[config.mk]
export PLATFORM = sky130hd
export DESIGN_NAME = hcmd_ctrl
export DESIGN_NICKNAME = d
export VERILOG_FILES = /design/src/rtl/hcc_pkg.sv /design/src/rtl/hcc_decode.sv /design/src/rtl/hcc_cause_bank.sv /design/src/rtl/hcc_busy_timer.sv /design/src/rtl/hcmd_ctrl.sv
export SDC_FILE = /design/constraint.sdc
export NUM_CORES = 1
export LEC_CHECK = 0
export ABC_AREA = 1
export BUFFER_PORTS_ARGS = -buffer_cell sky130_fd_sc_hd__buf_2
export CAP_MARGIN = 20
export CORE_ASPECT_RATIO = 1.75
export CORE_UTILIZATION = 54
export CTS_CLUSTER_DIAMETER = 40
export DETAILED_ROUTE_END_ITERATION = 7
export PLACE_DENSITY_LB_ADDON = 0.08
export SLEW_MARGIN = 10
export SYNTH_ARGS = -nofsm -noshare
export SYNTH_HDL_FRONTEND = slang
export SYNTH_SLANG_ARGS = --single-unit
[constraint.sdc]
create_clock -name clk -period 4.54 [get_ports clk]
set_clock_uncertainty 0.15 [all_clocks]
set_input_delay 1.362 -clock clk [delete_from_list [all_inputs] [get_ports clk]]
set_output_delay 1.362 -clock clk [all_outputs]
set_load 0.005 [all_outputs]
[src/rtl/hcc_pkg.sv]
package hcc_pkg;
  localparam int OPC_W  = 5;
  localparam int ARG_W  = 11;
  localparam int WORD_W = OPC_W + ARG_W;

  localparam logic [OPC_W-1:0] OP_GRST   = 5'h00;
  localparam logic [OPC_W-1:0] OP_WINDOW = 5'h01;
  localparam logic [OPC_W-1:0] OP_REQINT = 5'h0C;
  localparam logic [OPC_W-1:0] OP_ACK    = 5'h0D;
  localparam logic [OPC_W-1:0] OP_IMASK  = 5'h0E;
  localparam logic [OPC_W-1:0] OP_VMASK  = 5'h0F;
  localparam logic [OPC_W-1:0] OP_FILTER = 5'h10;

  typedef struct packed {
    logic grst;
    logic win;
    logic reqint;
    logic ack;
    logic imask;
    logic vmask;
    logic filt;
  } cmd_t;
endpackage

[src/rtl/hcc_decode.sv]
module hcc_decode
  import hcc_pkg::*;
(
  input  logic              wr_en,
  input  logic              busy,
  input  logic [OPC_W-1:0]  opcode,
  output cmd_t              cmd
);
  logic take;
  assign take = wr_en && !busy;

  always_comb begin
    cmd = '0;
    if (take) begin
      case (opcode)
        OP_GRST:   cmd.grst   = 1'b1;
        OP_WINDOW: cmd.win    = 1'b1;
        OP_REQINT: cmd.reqint = 1'b1;
        OP_ACK:    cmd.ack    = 1'b1;
        OP_IMASK:  cmd.imask  = 1'b1;
        OP_VMASK:  cmd.vmask  = 1'b1;
        OP_FILTER: cmd.filt   = 1'b1;
        default:   cmd = '0;
      endcase
    end
  end
endmodule

[src/rtl/hcc_cause_bank.sv]
module hcc_cause_bank #(
  parameter int NCAUSE  = 8,
  parameter int REQ_BIT = 6
) (
  input  logic              clk,
  input  logic              rst,
  input  logic              clr,
  input  logic [NCAUSE-1:1] ev,
  input  logic              req_set,
  input  logic              ack_en,
  input  logic [NCAUSE-1:0] ack_mask,
  input  logic [NCAUSE-1:0] imask,
  output logic [NCAUSE-1:1] cause_q,
  output logic              latch_q
);
  genvar i;
  generate
    for (i = 1; i < NCAUSE; i++) begin : g_cause
      logic set_i;
      assign set_i = ev[i] | ((i == REQ_BIT) ? req_set : 1'b0);
      always_ff @(posedge clk) begin
        if (rst || clr)                 cause_q[i] <= 1'b0;
        else if (set_i)                 cause_q[i] <= 1'b1;
        else if (ack_en && ack_mask[i]) cause_q[i] <= 1'b0;
      end
    end
  endgenerate

  logic any_en;
  assign any_en = |(cause_q & imask[NCAUSE-1:1]);

  always_ff @(posedge clk) begin
    if (rst || clr)                  latch_q <= 1'b0;
    else if (any_en)                 latch_q <= 1'b1;
    else if (ack_en && ack_mask[0])  latch_q <= 1'b0;
  end
endmodule

[src/rtl/hcc_busy_timer.sv]
module hcc_busy_timer #(
  parameter int BUSY_CYC = 20
) (
  input  logic clk,
  input  logic rst,
  input  logic start,
  output logic busy
);
  localparam int CNT_W = $clog2(BUSY_CYC + 1);
  localparam logic [CNT_W-1:0] LOAD = CNT_W'(BUSY_CYC);

  logic [CNT_W-1:0] cnt_q;

  always_ff @(posedge clk) begin
    if (rst)                  cnt_q <= '0;
    else if (start)           cnt_q <= LOAD;
    else if (cnt_q != '0)     cnt_q <= cnt_q - 1'b1;
  end

  assign busy = (cnt_q != '0);
endmodule

[src/rtl/hcmd_ctrl.sv]
module hcmd_ctrl
  import hcc_pkg::*;
#(
  parameter int NCAUSE   = 8,
  parameter int WIN_W    = 3,
  parameter int FILT_W   = 4,
  parameter int BUSY_CYC = 20
) (
  input  logic              clk,
  input  logic              rst,
  input  logic              wr_en,
  input  logic [WORD_W-1:0] wr_data,
  input  logic [NCAUSE-2:0] ev_pulse,
  output logic [WORD_W-1:0] status_o,
  output logic              irq_o,
  output logic [WIN_W-1:0]  window_o,
  output logic [FILT_W-1:0] rx_filter_o
);
  localparam int PAD_W   = WORD_W - WIN_W - 1 - NCAUSE;
  localparam int REQ_BIT = 6;

  logic [OPC_W-1:0] opcode;
  logic [ARG_W-1:0] arg;
  assign opcode = wr_data[WORD_W-1:ARG_W];
  assign arg    = wr_data[ARG_W-1:0];

  logic busy;
  cmd_t cmd;

  hcc_decode u_dec (
    .wr_en  (wr_en),
    .busy   (busy),
    .opcode (opcode),
    .cmd    (cmd)
  );

  hcc_busy_timer #(.BUSY_CYC(BUSY_CYC)) u_busy (
    .clk   (clk),
    .rst   (rst),
    .start (cmd.grst),
    .busy  (busy)
  );

  logic [NCAUSE-1:0] imask_q, vmask_q;
  logic [NCAUSE-1:1] cause_q;
  logic              latch_q;

  hcc_cause_bank #(.NCAUSE(NCAUSE), .REQ_BIT(REQ_BIT)) u_bank (
    .clk      (clk),
    .rst      (rst),
    .clr      (cmd.grst),
    .ev       (ev_pulse),
    .req_set  (cmd.reqint),
    .ack_en   (cmd.ack),
    .ack_mask (arg[NCAUSE-1:0]),
    .imask    (imask_q),
    .cause_q  (cause_q),
    .latch_q  (latch_q)
  );

  always_ff @(posedge clk) begin
    if (rst || cmd.grst) begin
      window_o    <= '0;
      imask_q     <= '0;
      vmask_q     <= '0;
      rx_filter_o <= '0;
    end else begin
      if (cmd.win)   window_o    <= arg[WIN_W-1:0];
      if (cmd.imask) imask_q     <= arg[NCAUSE-1:0];
      if (cmd.vmask) vmask_q     <= arg[NCAUSE-1:0];
      if (cmd.filt)  rx_filter_o <= arg[FILT_W-1:0];
    end
  end

  assign status_o = {window_o, busy, {PAD_W{1'b0}}, ({cause_q, latch_q} & vmask_q)};
  assign irq_o    = latch_q;
endmodule

### Word level (Yosys, flattened, before mapping)

Cells that the tools add are included.

* flip-flop bits (word level): 36
* bits in latches: 0
* memory bits (writable): 0
* ROM bits: 0
* bits of input ports: 26
* output and inout port bits: 24
* word-level logic and storage cells: 74
* memories: 0

* add/subtract/negate cells: 1
* $mul: 0
* divide/modulo/power cells: 0
* order comparisons: 0
* eq/ne operators: 6
* shift operators: 0
* muxes and demuxes: 26
* bitwise gates (word level): 3
* reduce and logical (&&, ||, !) cells: 24

Operator list (number)
* 2-to-1 mux 1 bit: 23
* == test 5 x 4 -> 1 bit (second input constant): 4
* nonzero test 2 bit: 9
* 2-to-1 mux 5 bit: 2
* logical AND 1 bit: 9
* AND 8 bit: 1
* AND 7 bit: 1
* 2-to-1 mux 7 bit: 1
* OR reduction 7 bit: 1
* == test 5 x 1 -> 1 bit (second input constant): 1
* == test 5 bit (second input constant): 1
* logical NOT 5 bit: 1
* nonzero test 5 bit: 1
* subtractor 5 x 1 -> 5 bit (second input constant): 1
* OR reduction 2 bit: 1
* logical NOT 1 bit: 1
* logical OR 1 bit: 1
* bitwise OR 1 bit: 1

### Logic depth before layout (Yosys ltp)

Gate-level depths: netlist (run 1).

* depth after elaboration: 7
* mapped depth: 8
* depth with buffers taken out: 8

### By module

From an unflattened synthesis (run 1), not the netlist that was laid out.

* cell total of the unflattened synthesis: 273
* area, all modules: 1759.2 sq um

Modules (own cells, without submodules)
* hcmd_ctrl: instances 1, cells each 156, area an instance 1038.5 sq um, seq. area each 460.4 sq um
* hcc_cause_bank: instances 1, cells each 52, area an instance 351.6 sq um, seq. area each 160.2 sq um
* hcc_busy_timer: instances 1, cells each 38, area an instance 255.2 sq um, seq. area each 100.1 sq um
* hcc_decode: instances 1, cells each 27, area an instance 113.9 sq um, seq. area each 0.0 sq um

### Worst setup path after synthesis (run 1)

No wires, ideal clock.

* kind: register -> output
* start point: register u_busy.cnt_q[0]
* end point: output port status_o[12]
* arrival time: 956 ps
* required time: 3028 ps
* path slack: 2072 ps
* stages on the path, launching flop included: 5
* buffers on the path: 1
* cells stage by stage: dfxtp_1 > inv_1 > ha_1 > nand3_2 > buf_4

* longest elaborated chain between the ends: 1

RTL lines
* start: declaration: line hcc_busy_timer.sv:12 `logic [CNT_W-1:0] cnt_q;`
* start signal: assignment: line hcc_busy_timer.sv:17 `else if (cnt_q != '0) cnt_q <= cnt_q - 1'b1;`
* nonzero test 5 bit: line hcc_busy_timer.sv:20 `assign busy = (cnt_q != '0);`
* end: declaration: line hcmd_ctrl.sv:14 `output logic [WORD_W-1:0] status_o,`

Every way passes these cells.

### Final worst setup path (run 1)

Same ends and word-level chain as after synthesis.

==> reports/qor.txt, run 1 <==
Placer Congestion: 0.775
Layout area overhead: 17.1%
Cell Int Power: 0.555 mW
Largest net degree at the start of global routing: 26
Hold crit path type: reg2reg
Rows: 27
First-pass GRT wire length: 6060 um
Final worst slack: 1.68 ns
WL/cell: 10.3 um
Clock group share of total power: 34.7%
XOR/XNOR Fraction of Synth Area: 0.502%
CP Cell Sequence: inv_1 -> ha_1 -> nand3_2 -> buf_2
DIE WIDTH: 45.0 um
Maximum clock path buffer count: 2
DP Area: 0.00193 mm^2
F_max: 0.350 GHz
Mux share of post-synthesis cell area: 0%
Final nets: 319
DRT Wirelength: 3470 um
Worst slew margin: 55.5%
Share of layout cells above drive strength 1: 22.2%
Slew Viols, Final: 0
Outcome: finished clean
YS warnings: 0
Final hold vios: 0
CP max FO: 6
Post-DP HPWL: 2530 um
Commonest cells after routing, fill and taps aside: nand2_1, nor2_1, buf_2
Setup TNS: 0 ns
# clock sinks: 35
Critical path launch point type: flip-flop
Synth Instances: 253
Clk Tree Root Cell: clkbuf_8
Post-synth cell types: 26
Pre-antenna DRT Iters: 4
Port Buf Inserts: 42
Drt via density: 4.73
Clock-pin slew on the worst setup and hold paths: 0.07 ns
Hold_buf cts: 0
Post-Syn Area per Cell: 6.89 um^2
Buffer count from post-CTS setup fixing: 0
Yosys reg bits: 35
H-tree levels: 2
Post-Layout Cell Count: 336
Worst EP required: 3.03 ns
Vias: 1590
Synth Area in Compound Gates: 4.95%
Comb pwr share: 22.0%
Vias in the first global route: 1427
RSZ-0062 raised after global routing: no
Flop pwr share: 43.3%
CP max-delay cell: dfxtp_1
DRT antenna net count: 0
Clock latency on the worst-skew pair: 0.28 ns
CTS resizes: 0
Initial antenna violation count: 0
Worst vdd ir: 0.333 mV
Die height: 77.2 um
DR DRC count: 0
DRT iter0 DRCs: 37
CP Class: reg2out
CTS tree: done
Die area: 0.00347 mm^2
Post-synthesis instance area: 0.00174 mm^2
Crit. End Element: output pin
Initial Utilization: 56.1%
Post-Synth Simple-Gate Area: 41.2%
Setup Viol. Count Final: 0
Switching Share: 30.6%
Crit path arrival time: 1.34 ns
Antenna Cells: 0
Core area: 0.00311 mm^2
Tot GR Track Use: 23.3%
Crit path largest cell delay: 0.33 ns
Post-synthesis sequential area ratio: 40.2%
IO Count: 50
Most common cell after layout, fill and taps aside: nand2_1
PD cells: 392 mW/mm^2
Cell Count Post-Placement: 328
Adder-cell share of the synthesized area: 0.717%
Post-route design area: 0.00204 mm^2
Max cap viols: 0
Number of buffers created by CTS: 5
Leak pwr: 1.04 nW
Dpl ws: 1.61 ns
Net Switching: 0.245 mW
Worst slew pin tran: 0.667 ns
Fin crit period: 2.86 ns
GRT overflow: 0
Final worst-path cycle share: 62.9%
Largest family of logic cells by synthesized area: simple AND/OR/NAND/NOR gates
-- path summary, 6_finish.rpt --
check,from,slack (ns),cells after the start,end
worst max-delay path,u_busy.cnt_q[0],1.68,4,status_o[12]
worst max register to register,u_busy.cnt_q[0],2.39,7,vmask_q[6]
worst min-delay path,u_bank.cause_q[5],0.33,2,u_bank.cause_q[5]
worst min register to register,u_bank.cause_q[5],0.33,2,u_bank.cause_q[5]
-- registers in the layout, indices dropped and copies added, names as in the netlist --
name / flops
imask_q: 7
rx_filter_o: 4
u_bank.cause_q: 7
u_bank.latch_q: 1
u_busy.cnt_q: 5
vmask_q: 8
window_o: 3
-- per-layer routing --
metal	GRT usage, %	vias up	part of all wire, %
li1	-	853	-
met1	26.1	696	42
met2	41.0	37	53
met3	4.24	4	3.5
met4	9.09	0	1.6
met5	0	-	0
-- worst max-delay path, delay by kind of cell, from the launching register on --
| kind | cells | cell delay [ns] |
|---|---|---|
| and+or+nand+nor | 1 | 0.19 |
| DFF | 1 | 0.33 |
| buffers and inverters | 2 | 0.24 |
| adders and majority gates | 1 | 0.30 |
-- power groups by stage --
stage	Sequential [mW]	Clock, mW	Combinational [mW]
after floorplan	0.350	0	0.149
after global placement	0.353	0	0.176
after detailed placement	0.354	0	0.178
after CTS	0.347	0.284	0.178
after global routing	0.349	0.296	0.206
final	0.347	0.278	0.176
-- cell families after synthesis --
family,after synthesis
AND/OR/NAND/NOR,153
buffers and inverters,46
flip-flops,35
AO/OA/AOI/OAI,16
XOR/XNOR,1
adder cells (fa/ha/maj),1
other,1
-- layout make-up --
| type | instances | area, um^2 |
|---|---|---|
| inverter | 33 | 124 |
| tap | 43 | 53.8 |
| timing repair buffer | 42 | 210 |
| clock buffer | 5 | 68.8 |
| sequential | 35 | 701 |
| multi-input combinational | 175 | 841 |
| fill | 340 | 1070 |
| clock inverter | 3 | 43.8 |
-- synth_stat cells (all sizes together) --
master | instances | area [um^2]
a21oi | 14 | 70.1
nand4 | 5 | 37.5
nor2 | 55 | 245
nand2 | 59 | 226
nor3 | 4 | 30.0
nand3 | 26 | 140
dfxtp | 35 | 701
and2 | 2 | 12.5
o21ai | 1 | 5.00
nor3b | 1 | 18.8
o21bai | 1 | 11.3
nand3b | 1 | 7.51
inv | 32 | 120
xor2 | 1 | 8.76
buf | 13 | 90.1
clkinv | 1 | 3.75
ha | 1 | 12.5
conb | 1 | 3.75
-- metrics by stage --
step,utilization (%),power (mW),hold WS [ns]
2_1_floorplan,-,0.500,0.302
3_3_place_gp,62.1,0.529,0.311
3_5_place_dp,62.1,0.532,0.321
4_1_cts,65.7,0.809,0.334
5_1_grt,65.7,0.852,0.355
6_report,65.7,0.801,0.331
No activity file was read; power rests on OpenSTA's default activity.
==> run 2: changes to the inputs <==
CORE_UTILIZATION = 46   (was 54)
clock period = 2.6 ns   (was 4.54 ns; I/O delays follow)
==> reports/qor.txt, run 2 (synthesized netlist as in run 1, its figures left out) <==
Crit path arrival time: 1.35 ns
H-tree levels: 2
Setup TNS: 0 ns
Final nets: 324
Largest net degree at the start of global routing: 20
Tot GR Track Use: 19.8%
Largest registers: vmask_q (8), imask_q (7), u_bank.cause_q (7)
PD cells: 685 mW/mm^2
GRT overflow: 0
Commonest cells after routing, fill and taps aside: nand2_1, nor2_1, buf_2
Hold crit path type: reg2reg
Layout area overhead: 19.4%
Maximum clock path buffer count: 2
Number of buffers created by CTS: 5
Port Buf Inserts: 42
RSZ-0062 raised after global routing: no
Vias in the first global route: 1409
CP Class: reg2out
Antenna Cells: 0
Worst slew margin: 63.8%
Register with the most flip-flops: vmask_q
DRT iter0 DRCs: 26
Worst EP required: 1.67 ns
Most common cell after layout, fill and taps aside: nand2_1
DRT Wirelength: 3660 um
CTS resizes: 0
Post-route design area: 0.00208 mm^2
Hold_buf cts: 0
Final hold vios: 0
Fin crit period: 2.28 ns
Pre-antenna DRT Iters: 4
Share of layout cells above drive strength 1: 23.5%
DP Area: 0.00197 mm^2
Core area: 0.00363 mm^2
DIE WIDTH: 48.5 um
Worst slew pin tran: 0.541 ns
# clock sinks: 35
Clock-pin slew on the worst setup and hold paths: 0.08 ns
Critical path launch point type: flip-flop
Largest register FFs: 8
Initial Utilization: 48.1%
WL/cell: 10.6 um
Placer Congestion: 0.763
Leak pwr: 1.07 nW
CTS tree: done
Clk Tree Root Cell: clkbuf_8
Die height: 83.5 um
First-pass GRT wire length: 6130 um
Post-DP HPWL: 2700 um
Buffer count from post-CTS setup fixing: 0
DR DRC count: 0
Outcome: finished clean
Initial antenna violation count: 0
Worst vdd ir: 0.519 mV
Drt via density: 4.66
Slew Viols, Final: 0
Vias: 1603
IO Count: 50
Final worst-path cycle share: 87.8%
Die area: 0.00405 mm^2
F_max: 0.438 GHz
Max cap viols: 0
Crit. End Element: output pin
Setup Viol. Count Final: 0
Rows: 29
CP max FO: 6
Clock latency on the worst-skew pair: 0.29 ns
DRT antenna net count: 0
-- run 2: changes by cell type in the layout (fill, tap and decap cells not counted), sizes merged --
| cell | previous run | this run |
|---|---|---|
| buf | 42 | 47 |
-- run 2: area by class of cell --
cell class,instances,area [um^2]
Multi-Input combinational cell,175,841
Sequential cell,35,701
Clock inverter,3,43.8
Clock buffer,5,68.8
Tap cell,46,57.6
Inverter,33,124
Fill cell,383,1550
Timing Repair Buffer,47,248
-- run 2: final timing paths --
| check | start | endpoint | slack, ns | cells past startpoint |
|---|---|---|---|---|
| min | u_bank.latch_q | u_bank.latch_q | 0.33 | 2 |
| max | u_busy.cnt_q[0] | status_o[12] | 0.32 | 4 |
| min reg2reg | u_bank.latch_q | u_bank.latch_q | 0.33 | 2 |
| max reg2reg | u_busy.cnt_q[0] | vmask_q[5] | 0.76 | 7 |
-- run 2: layer usage --
layer  share of wire, %  vias up  wire (um)  track usage [%]
li1                   -      858          -                -
met1                 42      700       1530             21.4
met2                 52       39       1910             36.1
met3                4.2        6        154             4.19
met4                1.9        0         68             8.82
met5                  0        -          0                0
-- run 2: metrics by stage --
step / cells / power, mW / hold slack, ns / utilization [%] / setup slack [ns]
after detailed placement: 336 / 0.950 / 0.322 / 54.3 / 0.483
after global placement: 336 / 0.945 / 0.312 / 54.3 / 0.542
after CTS: 344 / 1.44 / 0.334 / 57.4 / 0.302
final: 344 / 1.43 / 0.330 / 57.4 / 0.318
after floorplan: 256 / 0.872 / 0.302 / - / 0.714
after global routing: 344 / 1.51 / 0.346 / 57.4 / 0.215
-- run 2: power breakdown --
group	switching [mW]	leakage, nW	internal, mW
Clock	0.206	0.0581	0.285
Sequential	0.0308	0.285	0.574
Combinational	0.206	0.726	0.126
Total	0.442	1.07	0.985
-- run 2: critical path, cell delays in order (launching register included) --
cell,delay [ns]
dfxtp_1,0.33
inv_1,0.07
ha_1,0.30
nand3_2,0.20
buf_2,0.18
==> run 3: changes to the inputs <==
CORE_UTILIZATION = 48   (was 46)
CTS_BUF_LIST = sky130_fd_sc_hd__clkbuf_2 sky130_fd_sc_hd__clkbuf_4 sky130_fd_sc_hd__clkbuf_8   (was not set)
GPL_TIMING_DRIVEN = 0   (was not set)
==> reports/qor.txt, run 3 (synthesized netlist as in run 1, its figures left out) <==
Outcome: finished clean
Drt via density: 4.74
PD cells: 674 mW/mm^2
Hold crit path type: reg2reg
Clock-pin slew on the worst setup and hold paths: 0.07 ns
Fin crit period: 2.40 ns
Most common cell after layout, fill and taps aside: nand2_1
Worst vdd ir: 0.582 mV
Crit path arrival time: 1.47 ns
Post-DP HPWL: 2830 um
Largest registers: vmask_q (8), imask_q (7), u_bank.cause_q (7)
Maximum clock path buffer count: 2
Share of layout cells above drive strength 1: 25.2%
Pre-antenna DRT Iters: 5
Hold_buf cts: 0
Largest net degree at the start of global routing: 11
Final hold vios: 0
Critical path launch point type: flip-flop
DRT antenna net count: 0
Die area: 0.00389 mm^2
Tot GR Track Use: 21.5%
Final nets: 332
Final worst-path cycle share: 92.2%
Commonest cells after routing, fill and taps aside: nand2_1, nor2_1, buf_2
RSZ-0062 raised after global routing: no
Vias in the first global route: 1386
Grt peak-use layer: met2
Clock latency on the worst-skew pair: 0.29 ns
DRT Wirelength: 3810 um
Initial Utilization: 50.8%
CP max-delay cell: dfxtp_1
CTS tree: done
Register with the most flip-flops: vmask_q
CTS resizes: 0
Setup Viol. Count Final: 0
F_max: 0.417 GHz
Max cap viols: 0
Rows: 28
Total Power: 1.44 mW
Layout area overhead: 22.0%
M1 GR Usage: 22.4%
WL/cell: 10.9 um
Leak pwr: 1.11 nW
Worst EP required: 1.67 ns
Port Buf Inserts: 42
Buffer count from post-CTS setup fixing: 0
Number of buffers created by CTS: 5
First-pass GRT wire length: 5910 um
Largest register FFs: 8
DR DRC count: 0
# clock sinks: 35
Vias: 1659
DIE WIDTH: 47.6 um
Routing usage on met3: 4.40%
Core area: 0.00343 mm^2
CP max FO: 6
DRT iter0 DRCs: 43
Worst slew margin: 58.5%
Placer Congestion: 0.805
M2 GR Usage: 38.9%
IO Count: 50
Crit. End Element: output pin
CP Cell Sequence: inv_1 -> ha_1 -> nand3_2 -> buf_4 -> buf_2
CP Class: reg2out
Clk Tree Root Cell: clkbuf_8
Die height: 81.7 um
GRT overflow: 0
Initial antenna violation count: 0
H-tree levels: 2
Worst slew pin tran: 0.619 ns
Setup TNS: 0 ns
Slew Viols, Final: 0
Crit path largest cell delay: 0.32 ns
Antenna Cells: 0
[run 3: cell count changes in the layout (fill, tap and decap cells not counted), sizes merged]
cell	previous run	this run
buf	47	55
clkinv	3	1
clkbuf	5	6
[run 3: routing by layer]
metal	vias up	routed length, um
li1	877	-
met1	730	1520
met2	46	2050
met3	6	165
met4	0	75
met5	-	0
[run 3: layout make-up]
cell class / instances / area [um^2]
repair buffers: 42 / 210
flip-flops and latches: 35 / 701
inverters: 33 / 124
fillers: 390 / 1310
clock inverters: 1 / 30.0
multi-input cells: 175 / 841
well taps: 45 / 56.3
clock buffers: 6 / 76.3
plain buffers: 13 / 90.1
[run 3: final timing paths]
kind,slack (ns),endpoint,cells past startpoint,from
worst max-delay path,0.20,status_o[12],5,u_busy.cnt_q[0]
worst min-delay path,0.33,u_bank.cause_q[5],2,u_bank.cause_q[5]
worst max register to register,0.69,window_o[1],6,u_busy.cnt_q[0]
worst min register to register,0.33,u_bank.cause_q[5],2,u_bank.cause_q[5]
[run 3: worst max-delay path, delay by kind of cell, from the launching register on]
| kind | cells | cell delay [ns] |
|---|---|---|
| buffers and inverters | 3 | 0.36 |
| flip-flops | 1 | 0.32 |
| AND/OR/NAND/NOR | 1 | 0.20 |
| adder cells (fa/ha/maj) | 1 | 0.29 |
[run 3: power breakdown]
part	switching, mW	internal, mW
clock	0.191	0.291
combinational	0.212	0.136
sequential	0.0314	0.574
[run 3: per-stage QoR]
stage          cell area (um^2)  setup WS [ns]  instances  hold slack (ns)  util [%]
6_report                   2130          0.203        350            0.334      62.0
4_1_cts                    2130          0.188        350            0.335      62.0
3_5_place_dp               2020          0.344        343            0.322      58.9
5_1_grt                    2130          0.138        350            0.348      62.0
2_1_floorplan              1760          0.714        256            0.302         -
3_3_place_gp               2020          0.350        343            0.311      58.9
